===== src/rtl/bip_pkg.sv =====
package bip_pkg;

   // Error amount handed from the comparison stage to the counter
   typedef struct packed {
      logic       vld;
      logic [3:0] amt;
   } err_inc_t;

   function automatic logic [3:0] ones8(input logic [7:0] v);
      logic [3:0] n;
      n = '0;
      for (int i = 0; i < 8; i++) n = n + {3'b000, v[i]};
      return n;
   endfunction

endpackage


===== src/rtl/bip_accum.sv =====
module bip_accum #(
   parameter int ROWS     = 9,
   parameter int COLS     = 90,
   parameter int SOH_ROWS = 3,
   parameter int SOH_COLS = 3,
   parameter int CHK_ROW  = 5,
   parameter int CHK_COL  = 1,
   localparam int ROW_W   = $clog2(ROWS + 1),
   localparam int COL_W   = $clog2(COLS + 1)
) (
   input  logic             clk,
   input  logic             rst_n,
   input  logic             in_valid,
   input  logic             in_sof,
   input  logic             in_lof,
   input  logic [ROW_W-1:0] in_row,
   input  logic [COL_W-1:0] in_col,
   input  logic [7:0]       in_data,
   output logic             chk_hit,
   output logic [7:0]       chk_byte,
   output logic [7:0]       ref_par
);
   localparam logic [ROW_W-1:0] SOH_R = ROW_W'(SOH_ROWS);
   localparam logic [COL_W-1:0] SOH_C = COL_W'(SOH_COLS);
   localparam logic [ROW_W-1:0] CHK_R = ROW_W'(CHK_ROW);
   localparam logic [COL_W-1:0] CHK_C = COL_W'(CHK_COL);

   logic [7:0] acc;
   logic       acc_full;   // accumulation began at a frame start
   logic       ref_ok;     // ref_par holds a complete frame
   logic       in_soh;

   assign in_soh = (in_row != '0) && (in_row <= SOH_R) &&
                   (in_col != '0) && (in_col <= SOH_C);

   always_ff @(posedge clk) begin
      if (!rst_n || in_lof) begin
         acc      <= '0;
         acc_full <= 1'b0;
         ref_ok   <= 1'b0;
         ref_par  <= '0;
      end else if (in_valid) begin
         if (in_sof) begin
            ref_par  <= acc;
            ref_ok   <= acc_full;
            acc_full <= 1'b1;
            acc      <= in_soh ? 8'h00 : in_data;
         end else if (!in_soh) begin
            acc <= acc ^ in_data;
         end
      end
   end

   assign chk_hit  = in_valid && !in_lof && ref_ok && !in_sof &&
                     (in_row == CHK_R) && (in_col == CHK_C);
   assign chk_byte = in_data;
endmodule


===== src/rtl/bip_compare.sv =====
module bip_compare
   import bip_pkg::*;
(
   input  logic       clk,
   input  logic       rst_n,
   input  logic       cfg_block_mode,
   input  logic       chk_hit,
   input  logic [7:0] chk_byte,
   input  logic [7:0] ref_par,
   output err_inc_t   inc
);
   logic [7:0] diff;

   for (genvar b = 0; b < 8; b++) begin : g_lane
      assign diff[b] = chk_byte[b] ^ ref_par[b];
   end

   always_ff @(posedge clk) begin
      if (!rst_n) begin
         inc <= '0;
      end else begin
         inc.vld <= chk_hit;
         inc.amt <= cfg_block_mode ? {3'b000, |diff} : ones8(diff);
      end
   end
endmodule


===== src/rtl/bip_err_counter.sv =====
module bip_err_counter
   import bip_pkg::*;
#(
   parameter int CNT_W = 18
) (
   input  logic             clk,
   input  logic             rst_n,
   input  logic             cfg_saturate,
   input  logic             pm_strobe,
   input  err_inc_t         inc,
   output logic [CNT_W-1:0] run_count,
   output logic [CNT_W-1:0] hold_count
);
   localparam logic [CNT_W-1:0] MAXV = '1;

   if (CNT_W < 4) begin : g_bad_width
      $error("bip_err_counter: CNT_W must be at least 4");
   end

   logic [CNT_W:0]   sum;
   logic [CNT_W-1:0] nxt;

   assign sum = {1'b0, run_count} + {{(CNT_W-3){1'b0}}, inc.amt};
   assign nxt = sum[CNT_W] ? (cfg_saturate ? MAXV : sum[CNT_W-1:0])
                           : sum[CNT_W-1:0];

   always_ff @(posedge clk) begin
      if (!rst_n) begin
         run_count  <= '0;
         hold_count <= '0;
      end else if (pm_strobe) begin
         hold_count <= run_count;
         run_count  <= inc.vld ? {{(CNT_W-4){1'b0}}, inc.amt} : '0;
      end else if (inc.vld) begin
         run_count <= nxt;
      end
   end
endmodule


===== src/rtl/line_bip8_counter.sv =====
module line_bip8_counter
   import bip_pkg::*;
#(
   parameter int CNT_W    = 18,
   parameter int ROWS     = 9,
   parameter int COLS     = 90,
   parameter int SOH_ROWS = 3,
   parameter int SOH_COLS = 3,
   parameter int CHK_ROW  = 5,
   parameter int CHK_COL  = 1,
   localparam int ROW_W   = $clog2(ROWS + 1),
   localparam int COL_W   = $clog2(COLS + 1)
) (
   input  logic             clk,
   input  logic             rst_n,
   input  logic             cfg_block_mode,
   input  logic             cfg_saturate,
   input  logic             in_valid,
   input  logic             in_sof,
   input  logic             in_lof,
   input  logic [ROW_W-1:0] in_row,
   input  logic [COL_W-1:0] in_col,
   input  logic [7:0]       in_data,
   input  logic             pm_strobe,
   output logic [CNT_W-1:0] hold_count
);
   if (CHK_ROW <= SOH_ROWS || CHK_ROW > ROWS || CHK_COL > COLS) begin : g_bad_pos
      $error("line_bip8_counter: check byte position outside line overhead");
   end

   logic             chk_hit;
   logic [7:0]       chk_byte;
   logic [7:0]       ref_par;
   err_inc_t         inc;
   logic             inc_vld;
   logic [3:0]       inc_amt;
   logic [CNT_W-1:0] run_count;

   bip_accum #(
      .ROWS(ROWS), .COLS(COLS), .SOH_ROWS(SOH_ROWS), .SOH_COLS(SOH_COLS),
      .CHK_ROW(CHK_ROW), .CHK_COL(CHK_COL)
   ) u_accum (
      .clk(clk), .rst_n(rst_n), .in_valid(in_valid), .in_sof(in_sof),
      .in_lof(in_lof), .in_row(in_row), .in_col(in_col), .in_data(in_data),
      .chk_hit(chk_hit), .chk_byte(chk_byte), .ref_par(ref_par)
   );

   bip_compare u_cmp (
      .clk(clk), .rst_n(rst_n), .cfg_block_mode(cfg_block_mode),
      .chk_hit(chk_hit), .chk_byte(chk_byte), .ref_par(ref_par), .inc(inc)
   );

   assign inc_vld = inc.vld;
   assign inc_amt = inc.amt;

   bip_err_counter #(.CNT_W(CNT_W)) u_cnt (
      .clk(clk), .rst_n(rst_n), .cfg_saturate(cfg_saturate),
      .pm_strobe(pm_strobe), .inc(inc), .run_count(run_count),
      .hold_count(hold_count)
   );
endmodule


===== config.mk =====
export PLATFORM = sky130hd
export DESIGN_NAME = line_bip8_counter
export DESIGN_NICKNAME = d
export VERILOG_FILES = /design/src/rtl/bip_pkg.sv /design/src/rtl/bip_accum.sv /design/src/rtl/bip_compare.sv /design/src/rtl/bip_err_counter.sv /design/src/rtl/line_bip8_counter.sv
export SDC_FILE = /design/constraint.sdc
export NUM_CORES = 1
export LEC_CHECK = 0
export BUFFER_PORTS_ARGS = -buffer_cell sky130_fd_sc_hd__clkbuf_2
export CAP_MARGIN = 40
export CORE_ASPECT_RATIO = 0.5
export CORE_MARGIN = 2
export CORE_UTILIZATION = 57
export CTS_BUF_LIST = sky130_fd_sc_hd__clkbuf_8
export DETAILED_ROUTE_END_ITERATION = 16
export PLACE_DENSITY = 0.8
export SLEW_MARGIN = 10
export SYNTH_ARGS = -nofsm -noshare
export SYNTH_HDL_FRONTEND = slang
export SYNTH_SLANG_ARGS = --single-unit

===== constraint.sdc =====
create_clock -name clk -period 8.7 [get_ports clk]
set_input_delay 0 -clock clk [delete_from_list [all_inputs] [get_ports clk]]
set_output_delay 0 -clock clk [all_outputs]
set_load 0.005 [all_outputs]

Yosys cells after proc, flatten, opt, wreduce, memory -nomap -nowiden
Cells that the tools add are included.

Bits in registers: 59. Bits of input ports: 27. Output and inout bits: 18. Word-level logic and storage cells: 60.

$add $sub $neg: 8. Order comparisons: 2. Equal/unequal tests: 3. Multiplexer cells: 9. Bitwise operators: 10. Reductions and logical operators: 19.

Operators by type and width (number): $mux 18 (4); $add 4x1->4 (6); $mux 8 (3); $add 18x4->19 (1); $logic_and 1x1->1 (8); $reduce_or 8->1 (1); $xor 1x1->1 (8); $xor 8x8->8 (1); $eq 7x1->1 const B (1); $le 7x2->1 const B (1); $reduce_bool 7->1 (1); $eq 4x3->1 const B (1); $le 4x2->1 const B (1); $mux 4 (1); $reduce_and 2->1 (2); $reduce_bool 4->1 (1); $logic_not 1->1 (3); $add 1x1->2 (1); $ne 2x2->1 const B (1); $reduce_bool 2->1 (1); $reduce_or 2->1 (1); $logic_or 1x1->1 (1); $mux 1 (1); $not 1->1 (1).

Depth between registers and ports, before layout
Depth in word-level cells: 9. Mapped depth: 10. Depth with buffers taken out: 10.

Cells and area by module
Synthesis repeated with hierarchy kept, for this count alone.

Cell total of the unflattened synthesis: 328. Area, all modules: 3050.4 um2.

By module, submodules not included: bip_err_counter (times used 1, cells each 173, area each 1692.9 um2, seq. area each 720.7 um2); bip_accum (times used 1, cells each 114, area each 935.9 um2, seq. area each 360.3 um2); bip_compare (times used 1, cells each 41, area each 421.7 um2, seq. area each 100.1 um2).

Least setup slack after synthesis
No wires, ideal clock.

Kind: register -> register. Start: register u_accum.ref_par[1]. End: register, netlist name u_cmp.inc[1]. Setup time: 0.065 ns. Data arrival time: 2.842 ns. Data required time: 8.635 ns. Setup slack: 5.794 ns. Stages on the path, launching flop included: 10. Buffers on the path: 0. Clock period less this slack: 2.906 ns. Cells stage by stage: dfxtp_1 xor2_1 inv_1 ha_1 fa_1 fa_1 fa_1 inv_1 fa_1 nor2_1.

Cells in the longest elaborated chain, start to end: 8.

RTL lines: from (decl) (RTL line bip_accum.sv:21) `output logic [7:0] ref_par`; from (signal assigned) (RTL line bip_accum.sv:41) `ref_par <= '0;`; from (signal assigned) (RTL line bip_accum.sv:44) `ref_par <= acc;`; $xor 1x1->1 (RTL line bip_compare.sv:15) `assign diff[b] = chk_byte[b] ^ ref_par[b];`; $add 1x1->2 (RTL line bip_pkg.sv:12) `for (int i = 0; i < 8; i++) n = n + {3'b000, v[i]};`; $add 4x1->4 (6 in series) (RTL line bip_pkg.sv:12).

Every way passes these cells. A chain may end at the register's enable or synchronous reset.

Worst setup path after layout
Start: register u_accum.ref_par[1]. End: register, netlist name u_cmp.inc[1].

Cells in the longest elaborated chain, start to end: 8.

RTL lines (RTL line): $xor 1x1->1 (bip_compare.sv:15); $add 1x1->2 (bip_pkg.sv:12); $add 4x1->4 (6 in series) (bip_pkg.sv:12).

Every way passes these cells.

==> metrics.md <==
| Metric | Value |
|---|---|
| Setup crit end kind | register |
| Num CTS Buffers | 9 |
| Hold path depth | 5 |
| Via count | 2,741 |
| TritonCTS Sinks | 59 |
| Hold Vio Cnt, Final | 0 |
| Area leader, netlist | dfxtp_1 |
| Die ar. | 0.00606 sq mm |
| Register area | 0.00118 sq mm |
| Largest net degree at the start of global routing | 31 |
| Total power per unit cell area | 178 mW/mm^2 |
| WL per Instance | 14.6 microns |
| Worst Hold Class | in2reg |
| Antenna viol nets, final | 0 |
| Mapped cell area | 0.00309 sq mm |
| Critical path launch point type | register |
| Tmin final | 3010 ps |
| Max cap viols | 0 |
| Worst-margin pin slew | 844 ps |
| Critical path peak fanout | 2 |
| Commonest cells in the netlist | dfxtp_1 (59), nand2_1 (31), a21oi_1 (22) |
| CP max stage delay | 520 ps |
| Clock slew at reported path FFs | 60 ps |
| Core Area | 0.00507 sq mm |
| Vias per inst | 5.96 |
| Later-pin clock latency in the skew report | 340 ps |
| Fmax | 332 MHz |
| Ant diodes | 0 |
| CP Cell Sequence | xor2_1 -> inv_1 -> ha_1 -> fa_1 -> fa_1 -> fa_1 -> inv_1 -> fa_1 -> nor2_1 |
| Synth warn | 0 |
| Leakage power | 1.46 nW |
| H-tree Lvls | 3 |
| Pre-antenna DRT Iters | 5 |
| Synth Instances | 341 |
| Worst path required time | 8970 ps |
| Slew HR | 0.437 |
| Worst reg2reg path depth | 9 |
| Setup violators final | 0 |
| Worst Path Buf+Inv | 2 |
| Most used cell along the critical path | fa_1 |
| Total wire length | 6740 microns |
| Die W | 108 microns |
| Die height | 56.1 microns |
| RSZ-0062 raised after global routing | false |
| Share of the synthesized area in the top cell type | 0.382 |
| Root Buffer | clkbuf_8 |
| Initial core utilization | 0.610 |
| Core Util, Final | 0.727 |
| Final net count | 425 |
| CP max stage cell | fa_1 |
| Post-DP HPWL | 4450 microns |
| Max-slew violation count | 0 |
| EDFF count, synth | 0 |
| Most common cell in the netlist | dfxtp_1 |
| Critical path arrival | 3280 ps |
| Placed cell areas | 0.00331 sq mm |
| I/O pin total | 45 |
| Family with the most delay on the worst path | adder cells |
| CTS Buffer Depth | 2 |
| Share of cells above drive strength 1 | 0.185 |
| Iteration-0 DRC Markers | 128 |
| # DRC | 0 |
| Total Neg Setup Slack | 0 ps |
| VDD IR max | 0.110 mV |
| Grt total ovfl | 0 |
| Post-CTS Setup Inserts | 0 |
| Async SR Flop Fraction | 0 |
| Vias in the first global route | 2,600 |
| Main flop type after synthesis | dfxtp_1 |
| Netlist cell types | 47 |
| Routability-driven placement congestion ratio | 0.851 |
| Final Cycle Share | 0.346 |
| Skew final | 5.58 ps |
| CTS tree | done |
| Synth Register Bits | 59 |
| Status | completed |
| Total Routing Usage GR | 0.241 |
| Initial antenna violation count | 0 |
| Ranking of synthesized cells by area | dfxtp_1 (38%), mux2i_1 (5.8%), nor2b_1 (3.8%) |
| First-pass GRT wire length | 11,500 microns |
| Area occupied by multi-input gates | 0.00179 sq mm |
| Layout area overhead | 19.3% |
| Critical path class | reg2reg |
| Final WS setup | 5690 ps |
| Syn nets | 381 |
| Design area | 0.00369 sq mm |
| Total Power | 0.655 mW |
| Sequential-to-total area share from yosys stat | 0.382 |
| Syn Area/Cell | 9.06 sq um |
| Fill count | 389 |
| Setup WS pre-CTS | 5690 ps |
| Std cell rows | 18 |
| Stages on the worst setup path | 9 |
| Port bufs | 44 |
## state kept, by name, indices dropped and copies added (netlist names)
name              cells
u_cnt.hold_count     18
u_accum.acc           8
u_accum.ref_ok        1
u_accum.ref_par       8
u_cmp.inc             5
u_accum.acc_full      1
u_cnt.run_count      18
## tightest hold or removal path, stage by stage
cell,delay (ps)
clkbuf_2,90
nand2_1,50
nand2_1,60
nor4_1,40
nor3_1,100
## logic make-up after synthesis
group / synth area share
flops: 0.382
xor+xnor: 0.0283
compound gates: 0.200
fa+ha+maj: 0.0648
simple gates: 0.197
buf+inv: 0.0397
mux: 0.0874
## routing by layer
metal	vias up	routed length [microns]	global-route usage
li1	1352	-	-
met2	90	3280	0.406
met5	-	0	0
met1	1288	2970	0.288
met3	11	385	0.0679
met4	0	104	0.106
## placed cells by master, fill, tap and decap left out, types with 12 or more instances in the layout
cell type | netlist | layout
dfxtp_1 | 59 | 59
clkbuf_2 | 0 | 44
nand2_1 | 31 | 31
a21oi_1 | 22 | 22
nor2b_1 | 19 | 19
mux2i_1 | 18 | 18
a31oi_1 | 13 | 13
a211oi_1 | 13 | 13
nand3_1 | 12 | 12
clkbuf_8 | 0 | 12
dlygate4sd3_1 | 0 | 12
## power breakdown
group,internal [mW],switching (mW)
Combinational,0.0283,0.0320
Clock,0.213,0.104
Sequential,0.274,0.00296
Total,0.515,0.139
## timing repair
item,in CTS,in global routing
endpoints found under the setup margin,0,0
resized for setup,0,0
hold buffers,12,0
hold endpoints to repair,10,0
## metrics by stage
step	hold slack, ps	instances
after global placement	253	432
after CTS	53.9	460
after detailed placement	271	432
after floorplan	149	341
final	56.8	460
after global routing	114	460
## worst paths after layout
path,from,slack [ps],endpoint
worst min register to register,u_accum.ref_ok,460,u_accum.ref_ok
worst max register to register,u_accum.ref_par[1],5690,u_cmp.inc[1]
worst max-delay path,u_accum.ref_par[1],5690,u_cmp.inc[1]
worst min-delay path,cfg_saturate,60,u_cnt.run_count[16]
## cell type report
| type | count | area share |
|---|---|---|
| tap | 70 | 0.0238 |
| clock inverter | 4 | 0.0258 |
| timing repair buffer | 57 | 0.0944 |
| multi-input combinational | 252 | 0.485 |
| clock buffer | 12 | 0.0448 |
| sequential | 59 | 0.320 |
| inverter | 6 | 0.00611 |
(Power assumes the default switching activity.)
